$ cat src/rtl/rxw_pkg.sv
package rxw_pkg;
  typedef enum logic [2:0] {
    S_IDLE,
    S_DEST,
    S_FLUSH,
    S_DATA,
    S_PAD,
    S_HDR,
    S_DRAIN
  } rxw_state_e;

  localparam int CFG_BCAST = 2;
  localparam int CFG_MCAST = 3;
  localparam int CFG_ALL   = 4;
  localparam int ST_OK     = 0;
  localparam int ST_GROUP  = 5;
  localparam int DEST_LEN  = 6;
  localparam int HDR_LEN   = 4;
endpackage

$ cat src/rtl/rxw_filter.sv
module rxw_filter
  import rxw_pkg::*;
(
  input  logic [47:0] dest,
  input  logic [47:0] station,
  input  logic [7:0]  cfg,
  output logic        accept
);
  logic is_bcast;
  logic is_group;

  assign is_bcast = &dest;
  assign is_group = dest[0];

  always_comb begin
    if (cfg[CFG_ALL])     accept = 1'b1;
    else if (is_bcast)    accept = cfg[CFG_BCAST];
    else if (is_group)    accept = cfg[CFG_MCAST];
    else                  accept = (dest == station);
  end
endmodule

$ cat src/rtl/rxw_space.sv
module rxw_space #(
  parameter int PAGE_W    = 8,
  parameter int MAX_FRAME = 1514
) (
  input  logic [PAGE_W-1:0] cur,
  input  logic [PAGE_W-1:0] bnd,
  input  logic [PAGE_W-1:0] first,
  input  logic [PAGE_W-1:0] last,
  output logic              room_ok
);
  localparam int SW = PAGE_W + 10;

  logic [SW-1:0] idx, lim, ring, free;

  assign idx  = {2'b00, cur, 8'h00};
  assign lim  = {2'b00, bnd, 8'h00};
  assign ring = {2'b00, last - first, 8'h00};

  always_comb begin
    if (idx < lim) free = lim - idx;
    else           free = ring - (idx - lim);
  end

  assign room_ok = (free >= SW'(MAX_FRAME + 4));
endmodule

$ cat src/rtl/rx_ring_writer.sv
module rx_ring_writer
  import rxw_pkg::*;
#(
  parameter int PAGE_W    = 8,
  parameter int MAX_FRAME = 1514,
  parameter int MIN_FRAME = 60
) (
  input  logic              clk,
  input  logic              rst_n,
  input  logic              in_valid,
  input  logic              in_sof,
  input  logic              in_last,
  input  logic [7:0]        in_data,
  output logic              in_ready,
  input  logic              rx_stop,
  input  logic [7:0]        rx_cfg,
  input  logic [47:0]       station_addr,
  input  logic [PAGE_W-1:0] ring_start,
  input  logic [PAGE_W-1:0] ring_stop,
  input  logic [PAGE_W-1:0] ring_bound,
  input  logic              cur_wr,
  input  logic [PAGE_W-1:0] cur_wdata,
  output logic [PAGE_W-1:0] cur_page,
  output logic              mem_we,
  output logic [PAGE_W+7:0] mem_addr,
  output logic [7:0]        mem_wdata,
  output logic              rx_int
);
  localparam int ADDR_W = PAGE_W + 8;
  localparam int CNT_W  = $clog2(MAX_FRAME + 1) + 1;
  localparam logic [CNT_W-1:0] MAX_C = CNT_W'(MAX_FRAME);
  localparam logic [CNT_W-1:0] MIN_C = CNT_W'(MIN_FRAME);

  rxw_state_e        st;
  logic [5:0][7:0]   dest_q, dest_cand;
  logic [CNT_W-1:0]  bcnt, bcnt_inc;
  logic [ADDR_W-1:0] wptr, base;
  logic [2:0]        fl_i;
  logic [1:0]        hd_i;
  logic              last_seen, group_q;
  logic [PAGE_W-1:0] cur_q;
  logic [ADDR_W-1:0] start_a, stop_a;
  logic [15:0]       st_len;
  logic [PAGE_W-1:0] next_pg;
  logic [7:0]        hdr_byte;
  logic              room_ok, addr_ok;

  // named events for the assertions
  logic sof_evt, stop_drop, space_drop, take_evt;
  logic dest_done, reject_evt;
  logic wr_flush, wr_data, wr_pad, wr_hdr;

  function automatic logic [ADDR_W-1:0] step_ptr(
    input logic [ADDR_W-1:0] p,
    input logic [ADDR_W-1:0] lo,
    input logic [ADDR_W-1:0] hi
  );
    logic [ADDR_W-1:0] n;
    n = p + ADDR_W'(1);
    if (n == hi) n = lo;
    return n;
  endfunction

  function automatic logic [PAGE_W-1:0] calc_next(
    input logic [ADDR_W-1:0] b,
    input logic [15:0]       slen,
    input logic [PAGE_W-1:0] ps,
    input logic [PAGE_W-1:0] pe
  );
    logic [ADDR_W:0] span, nx, lim, ring;
    logic [31:0]     raw;
    raw  = (32'(slen) + 32'd4 + 32'd255) & ~32'd255;
    span = (ADDR_W+1)'(raw);
    nx   = {1'b0, b} + span;
    lim  = {1'b0, pe, 8'h00};
    ring = {1'b0, pe - ps, 8'h00};
    if (nx >= lim) nx = nx - ring;
    return nx[ADDR_W-1:8];
  endfunction

  assign start_a = {ring_start, 8'h00};
  assign stop_a  = {ring_stop, 8'h00};
  assign cur_page = cur_q;

  rxw_space #(.PAGE_W(PAGE_W), .MAX_FRAME(MAX_FRAME)) u_space (
    .cur    (cur_q),
    .bnd    (ring_bound),
    .first  (ring_start),
    .last   (ring_stop),
    .room_ok(room_ok)
  );

  always_comb begin
    dest_cand    = dest_q;
    dest_cand[5] = in_data;
  end

  rxw_filter u_filter (
    .dest   (dest_cand),
    .station(station_addr),
    .cfg    (rx_cfg),
    .accept (addr_ok)
  );

  assign sof_evt    = (st == S_IDLE) && in_valid && in_sof;
  assign stop_drop  = sof_evt && rx_stop;
  assign space_drop = sof_evt && !rx_stop && !room_ok;
  assign take_evt   = sof_evt && !rx_stop && room_ok;
  assign dest_done  = (st == S_DEST) && in_valid && (bcnt == CNT_W'(DEST_LEN - 1));
  assign reject_evt = dest_done && !addr_ok;

  assign wr_flush = (st == S_FLUSH);
  assign wr_data  = (st == S_DATA) && in_valid && (bcnt < MAX_C);
  assign wr_pad   = (st == S_PAD);
  assign wr_hdr   = (st == S_HDR);

  assign in_ready = (st == S_IDLE) || (st == S_DEST) || (st == S_DATA) || (st == S_DRAIN);
  assign bcnt_inc = (bcnt < MAX_C) ? bcnt + CNT_W'(1) : bcnt;
  assign st_len   = 16'(bcnt) + 16'(HDR_LEN);
  assign next_pg  = calc_next(base, st_len, ring_start, ring_stop);

  always_comb begin
    case (hd_i)
      2'd0:    hdr_byte = 8'((1 << ST_OK) | (group_q ? (1 << ST_GROUP) : 0));
      2'd1:    hdr_byte = 8'(next_pg);
      2'd2:    hdr_byte = st_len[7:0];
      default: hdr_byte = st_len[15:8];
    endcase
  end

  always_ff @(posedge clk or negedge rst_n) begin
    if (!rst_n) begin
      st        <= S_IDLE;
      dest_q    <= '0;
      bcnt      <= '0;
      wptr      <= '0;
      base      <= '0;
      fl_i      <= '0;
      hd_i      <= '0;
      last_seen <= 1'b0;
      group_q   <= 1'b0;
      cur_q     <= '0;
      mem_we    <= 1'b0;
      mem_addr  <= '0;
      mem_wdata <= '0;
      rx_int    <= 1'b0;
    end else begin
      mem_we <= 1'b0;
      rx_int <= 1'b0;
      case (st)
        S_IDLE: begin
          if (sof_evt) begin
            if (!take_evt) begin
              st <= in_last ? S_IDLE : S_DRAIN;
            end else begin
              dest_q[0] <= in_data;
              bcnt      <= CNT_W'(1);
              base      <= {cur_q, 8'h00};
              st        <= in_last ? S_IDLE : S_DEST;
            end
          end
        end
        S_DEST: begin
          if (in_valid) begin
            dest_q[bcnt[2:0]] <= in_data;
            bcnt <= bcnt + CNT_W'(1);
            if (dest_done) begin
              if (addr_ok) begin
                st        <= S_FLUSH;
                fl_i      <= '0;
                wptr      <= step_ptr(step_ptr(step_ptr(step_ptr(base, start_a, stop_a),
                                       start_a, stop_a), start_a, stop_a), start_a, stop_a);
                last_seen <= in_last;
                group_q   <= dest_q[0][0];
              end else begin
                st <= in_last ? S_IDLE : S_DRAIN;
              end
            end else if (in_last) begin
              st <= S_IDLE;
            end
          end
        end
        S_FLUSH: begin
          mem_we    <= 1'b1;
          mem_addr  <= wptr;
          mem_wdata <= dest_q[fl_i];
          wptr      <= step_ptr(wptr, start_a, stop_a);
          fl_i      <= fl_i + 3'd1;
          hd_i      <= '0;
          if (fl_i == 3'(DEST_LEN - 1)) begin
            if (!last_seen)        st <= S_DATA;
            else if (bcnt < MIN_C) st <= S_PAD;
            else                   st <= S_HDR;
          end
        end
        S_DATA: begin
          if (in_valid) begin
            if (wr_data) begin
              mem_we    <= 1'b1;
              mem_addr  <= wptr;
              mem_wdata <= in_data;
              wptr      <= step_ptr(wptr, start_a, stop_a);
              bcnt      <= bcnt_inc;
            end
            if (in_last) begin
              hd_i <= '0;
              st   <= (bcnt_inc < MIN_C) ? S_PAD : S_HDR;
            end
          end
        end
        S_PAD: begin
          mem_we    <= 1'b1;
          mem_addr  <= wptr;
          mem_wdata <= 8'h00;
          wptr      <= step_ptr(wptr, start_a, stop_a);
          bcnt      <= bcnt + CNT_W'(1);
          if (bcnt == MIN_C - CNT_W'(1)) st <= S_HDR;
        end
        S_HDR: begin
          mem_we    <= 1'b1;
          mem_addr  <= base + ADDR_W'(hd_i);
          mem_wdata <= hdr_byte;
          hd_i      <= hd_i + 2'd1;
          if (hd_i == 2'd3) begin
            cur_q  <= next_pg;
            rx_int <= 1'b1;
            st     <= S_IDLE;
          end
        end
        S_DRAIN: begin
          if (in_valid && in_last) st <= S_IDLE;
        end
        default: st <= S_IDLE;
      endcase
      if (cur_wr) cur_q <= cur_wdata;
    end
  end

  // a stopped receiver writes nothing for the refused frame
  a_r1_stop_no_write: assert property (@(posedge clk) disable iff (!rst_n)
    stop_drop |=> !mem_we);

  // a frame refused for lack of room writes nothing
  a_r6_space_no_write: assert property (@(posedge clk) disable iff (!rst_n)
    space_drop |=> !mem_we);

  // a frame failing the filter writes nothing
  a_r11_reject_no_write: assert property (@(posedge clk) disable iff (!rst_n)
    reject_evt |=> !mem_we);

  // one write source at a time
  a_r11_one_source: assert property (@(posedge clk) disable iff (!rst_n)
    $onehot0({wr_flush, wr_data, wr_pad, wr_hdr}));

  // padding bytes are zero
  a_r7_pad_zero: assert property (@(posedge clk) disable iff (!rst_n)
    wr_pad |=> (mem_we && mem_wdata == 8'h00));

  // every write lands inside the ring
  a_r8_in_ring: assert property (@(posedge clk) disable iff (!rst_n)
    mem_we |-> (mem_addr >= start_a && mem_addr < stop_a));

  // interrupt is a single-cycle pulse together with the last header write
  a_r10_int_pulse: assert property (@(posedge clk) disable iff (!rst_n)
    rx_int |=> !rx_int);

  a_r10_int_with_hdr: assert property (@(posedge clk) disable iff (!rst_n)
    rx_int |-> (mem_we && mem_addr[1:0] == 2'd3));
endmodule

$ cat config.mk
export PLATFORM = sky130hd
export DESIGN_NAME = rx_ring_writer
export DESIGN_NICKNAME = d
export VERILOG_FILES = /design/src/rtl/rxw_pkg.sv /design/src/rtl/rxw_filter.sv /design/src/rtl/rxw_space.sv /design/src/rtl/rx_ring_writer.sv
export SDC_FILE = /design/constraint.sdc
export NUM_CORES = 1
export LEC_CHECK = 0
export BUFFER_PORTS_ARGS = -buffer_cell sky130_fd_sc_hd__buf_2
export CORE_UTILIZATION = 59
export DETAILED_ROUTE_END_ITERATION = 8
export PLACE_DENSITY = 0.83
export SLEW_MARGIN = 20
export SYNTH_ARGS = -nofsm -noshare
export SYNTH_HDL_FRONTEND = slang
export SYNTH_SLANG_ARGS = --single-unit
$ cat constraint.sdc
create_clock -name clk -period 5.4 [get_ports clk]
set_input_delay 1.35 -clock clk [delete_from_list [all_inputs] [get_ports clk]]
set_output_delay 1.35 -clock clk [all_outputs]
set_load 0.005 [all_outputs]
==> summary.txt <==
Status: complete, no violations
Setup TNS: 0 ns
CTS Hold Bufs: 0
Post-Layout Inst Area: 0.0117 mm²
Number of max-cap violations: 0
Critical path's largest stage delay: 0.50 ns
Most frequent cells in the layout: buf_2, dfrtp_1, nand2_1
Synthesized cell area: 0.0102 mm²
DRT iter0 DRCs: 1119
Fill cells: 1261
H-tree Lvls: 4
DPL Wire Length: 21.8 mm
Flop-to-flop setup slack: 0.22 ns
First-pass GRT wire length: 47.1 mm
Most frequent CP cell: ha_1
Tcrit/Tclk final: 0.959
Met2 Resource Use GR: 0.555
Startpoint Class: flip-flop
Warnings, synthesis: 0
Most common cell after layout, fill and taps aside: buf_2
Antenna cell count: 0
Antenna viol nets, final: 0
FF+latch count, synth: 128
Pleak: 5.58 nW
Reg clk slew, reported paths: 0.06 ns
DIE AREA: 0.0179 mm²
Syn-to-layout area delta: 14.7%
Core Box Area: 0.0168 mm²
Drt total wl: 29.4 mm
Synthesized instance count: 1132
DP Cell Count: 1454
Later-pin clock latency in the skew report: 0.43 ns
Worst slew margin: 0.472
Die Ht: 134 µm
Worst setup EP type: flip-flop
Critical setup path kind: reg -> reg
Final setup viols: 0
Class of the worst hold path: reg -> reg
Crit-path cells: ha_1 > nand3_1 > nor2_2 > and3_1 > xor2_1 > xnor2_1 > ha_1 > nand3_1 > a21boi_0 > o21ai_0 > nand2b_1 > xor2_2 > ha_1 > a211oi_1 > o21ai_0 > a21oi_2 > buf_4 > mux2i_1 > o221ai_1 > a22o_1
EDFF count, synth: 0
Share of cells above drive strength 1: 0.220
Post-synthesis async set-or-reset flop share: 1.00
Wirelength per Cell: 19.8 µm
Postcts setup bufs: 0
Non-filler instance count after layout: 1486
Pwr per Cell Area: 546 mW/mm²
CTS root buf: clkbuf_16
Port bufs: 132
Final hold vios: 0
GRT overflow: 0
Max Clock Skew: 0.00965 ns
Tightest Pin Transition: 0.789 ns
Starting Density: 0.610
WP data arrival: 5.49 ns
Clock tree buffer depth: 2
Inserted Clock Buffers: 17
Number of global-route vias before repair: 9084
Met3 usage: 0.0556
Sink Count: 128
Placer Congestion: 0.969
I/O pins: 138
Syn Nets: 1306
Nets@finish: 1427
Syn avg cell area: 9.03 µm²
Antenna violations before repair: 0
CTS tree: yes
Core Rows: 47
Max Freq: 0.193 GHz
Die W: 134 µm
FF/Latch Area: 0.00320 mm²
Max FO, Critical Path: 9
Worst EP required: 5.71 ns
DP Area: 0.0111 mm²
Finished Core Util: 0.699
Vias: 9568
Ys flop type: dfrtp_1
Post-synth cell types: 81
Critical-path cell with the highest stage delay: dfrtp_1
Vias/cell: 6.44
RSZ-0062 raised after global routing: false
VDD IR max: 0.372 mV
Register area share after synthesis: 0.313
Slew Viols, Final: 0
Largest net degree at the start of global routing: 60
Area occupied by multi-input gates: 0.00653 mm²
All-layer global routing usage: 0.337
DRT Pass-1 Iters: 6
Gr busiest metal: met2
GR Layer Usage met1: 0.430
Post-route DRC: 0
Minimum clock period: 5.18 ns
==> registers in the layout (all words and copies together), names as in the netlist <==
register,count
bcnt,12
base,8
st,3
cur_page,8
group_q,1
mem_addr,16
mem_wdata,8
rx_int,1
hd_i,2
dest_q,8
fl_i,3
mem_we,1
dest_cand,40
last_seen,1
wptr,16
==> metrics by stage <==
stage / power [mW] / setup slack [ns] / hold slack, ns
floorplan: 4.10 / 0.533 / 0.473
detailed placement: 5.10 / 0.00252 / 0.465
global placement: 4.96 / 0.134 / 0.458
finish: 6.40 / 0.221 / 0.476
CTS: 6.30 / 0.203 / 0.479
global route: 6.79 / 0.0356 / 0.506
==> routing by layer <==
metal	vias up	wire length (µm)
li1	4336	-
met1	4608	11700
met2	502	14200
met3	122	2210
met4	0	1310
met5	-	0
==> kinds of logic (layout without fill, tap and decap cells) <==
| family | Yosys count | count (layout) | share of synthesized area |
|---|---|---|---|
| AND/OR/NAND/NOR | 310 | 310 | 0.152 |
| AO/OA/AOI/OAI | 283 | 283 | 0.181 |
| flip-flops | 128 | 128 | 0.313 |
| buffers and inverters | 128 | 262 | 0.0503 |
| XOR/XNOR | 107 | 107 | 0.0917 |
| multiplexers | 104 | 104 | 0.120 |
| adder cells (fa/ha/maj) | 71 | 71 | 0.0913 |
| other | 1 | 1 | 0.000367 |
==> cell usage after synthesis, drive strengths merged (6+ instances only) <==
cell type	count	area (µm²)
a31oi	14	87.6
buf	15	90.1
mux2i	32	320
mux2	64	721
nor2	57	216
fa	6	120
and3	9	56.3
nor2b	8	50.1
o221ai	6	52.6
xor2	71	622
nand2	104	393
clkbuf	35	131
o21a	15	113
ha	65	813
nand4	24	163
a21oi	58	305
mux4	8	180
o21ai	89	445
o31ai	8	60.1
a21o	15	113
a211oi	6	55.1
nor3	20	100
and2	9	56.3
o211ai	10	75.1
dfrtp	128	3200
nor4	20	138
nand2b	7	43.8
xnor2	36	315
inv	77	289
o22a	6	52.6
nand3	24	120
==> power by group <==
group / switching (mW) / leakage (nW) / internal (mW)
combinational: 1.91 / 3.68 / 1.46
clock: 0.453 / 0.275 / 0.704
sequential: 0.541 / 1.62 / 1.33
==> final timing paths <==
| kind | from | to | cells after the start |
|---|---|---|---|
| hold / removal | mem_addr[12] | mem_addr[12] | 2 |
| min in group asynchronous | rst_n | mem_addr[10] | 1 |
| setup / recovery | bcnt[3] | mem_wdata[3] | 20 |
| setup reg to reg | bcnt[3] | mem_wdata[3] | 20 |
| hold reg to reg | mem_addr[12] | mem_addr[12] | 2 |
| max in group asynchronous | rst_n | bcnt[4] | 2 |
==> area by class of cell <==
cell class	count	area share
clock buffer	20	0.0390
clock inverter	12	0.0114
inverter	78	0.0250
multi-input combinational	876	0.557
sequential	128	0.273
tap	220	0.0235
timing repair buffer	152	0.0705
==> critical path, delay by kind of cell, from the launching register on <==
| kind | cells | cell delay, ns |
|---|---|---|
| AO/OA/AOI/OAI | 7 | 1.47 |
| adder cells (fa/ha/maj) | 3 | 0.97 |
| AND/OR/NAND/NOR | 5 | 0.96 |
| XOR/XNOR | 3 | 0.69 |
| flip-flops | 1 | 0.50 |
| multiplexers | 1 | 0.31 |
| buffers and inverters | 1 | 0.17 |
==> timing repair <==
action,in CTS,in global routing
hold endpoints to repair,0,0
gates resized for setup,0,4
endpoints found under the setup margin,0,14
Note: power is estimated with default switching activity, not from simulation.
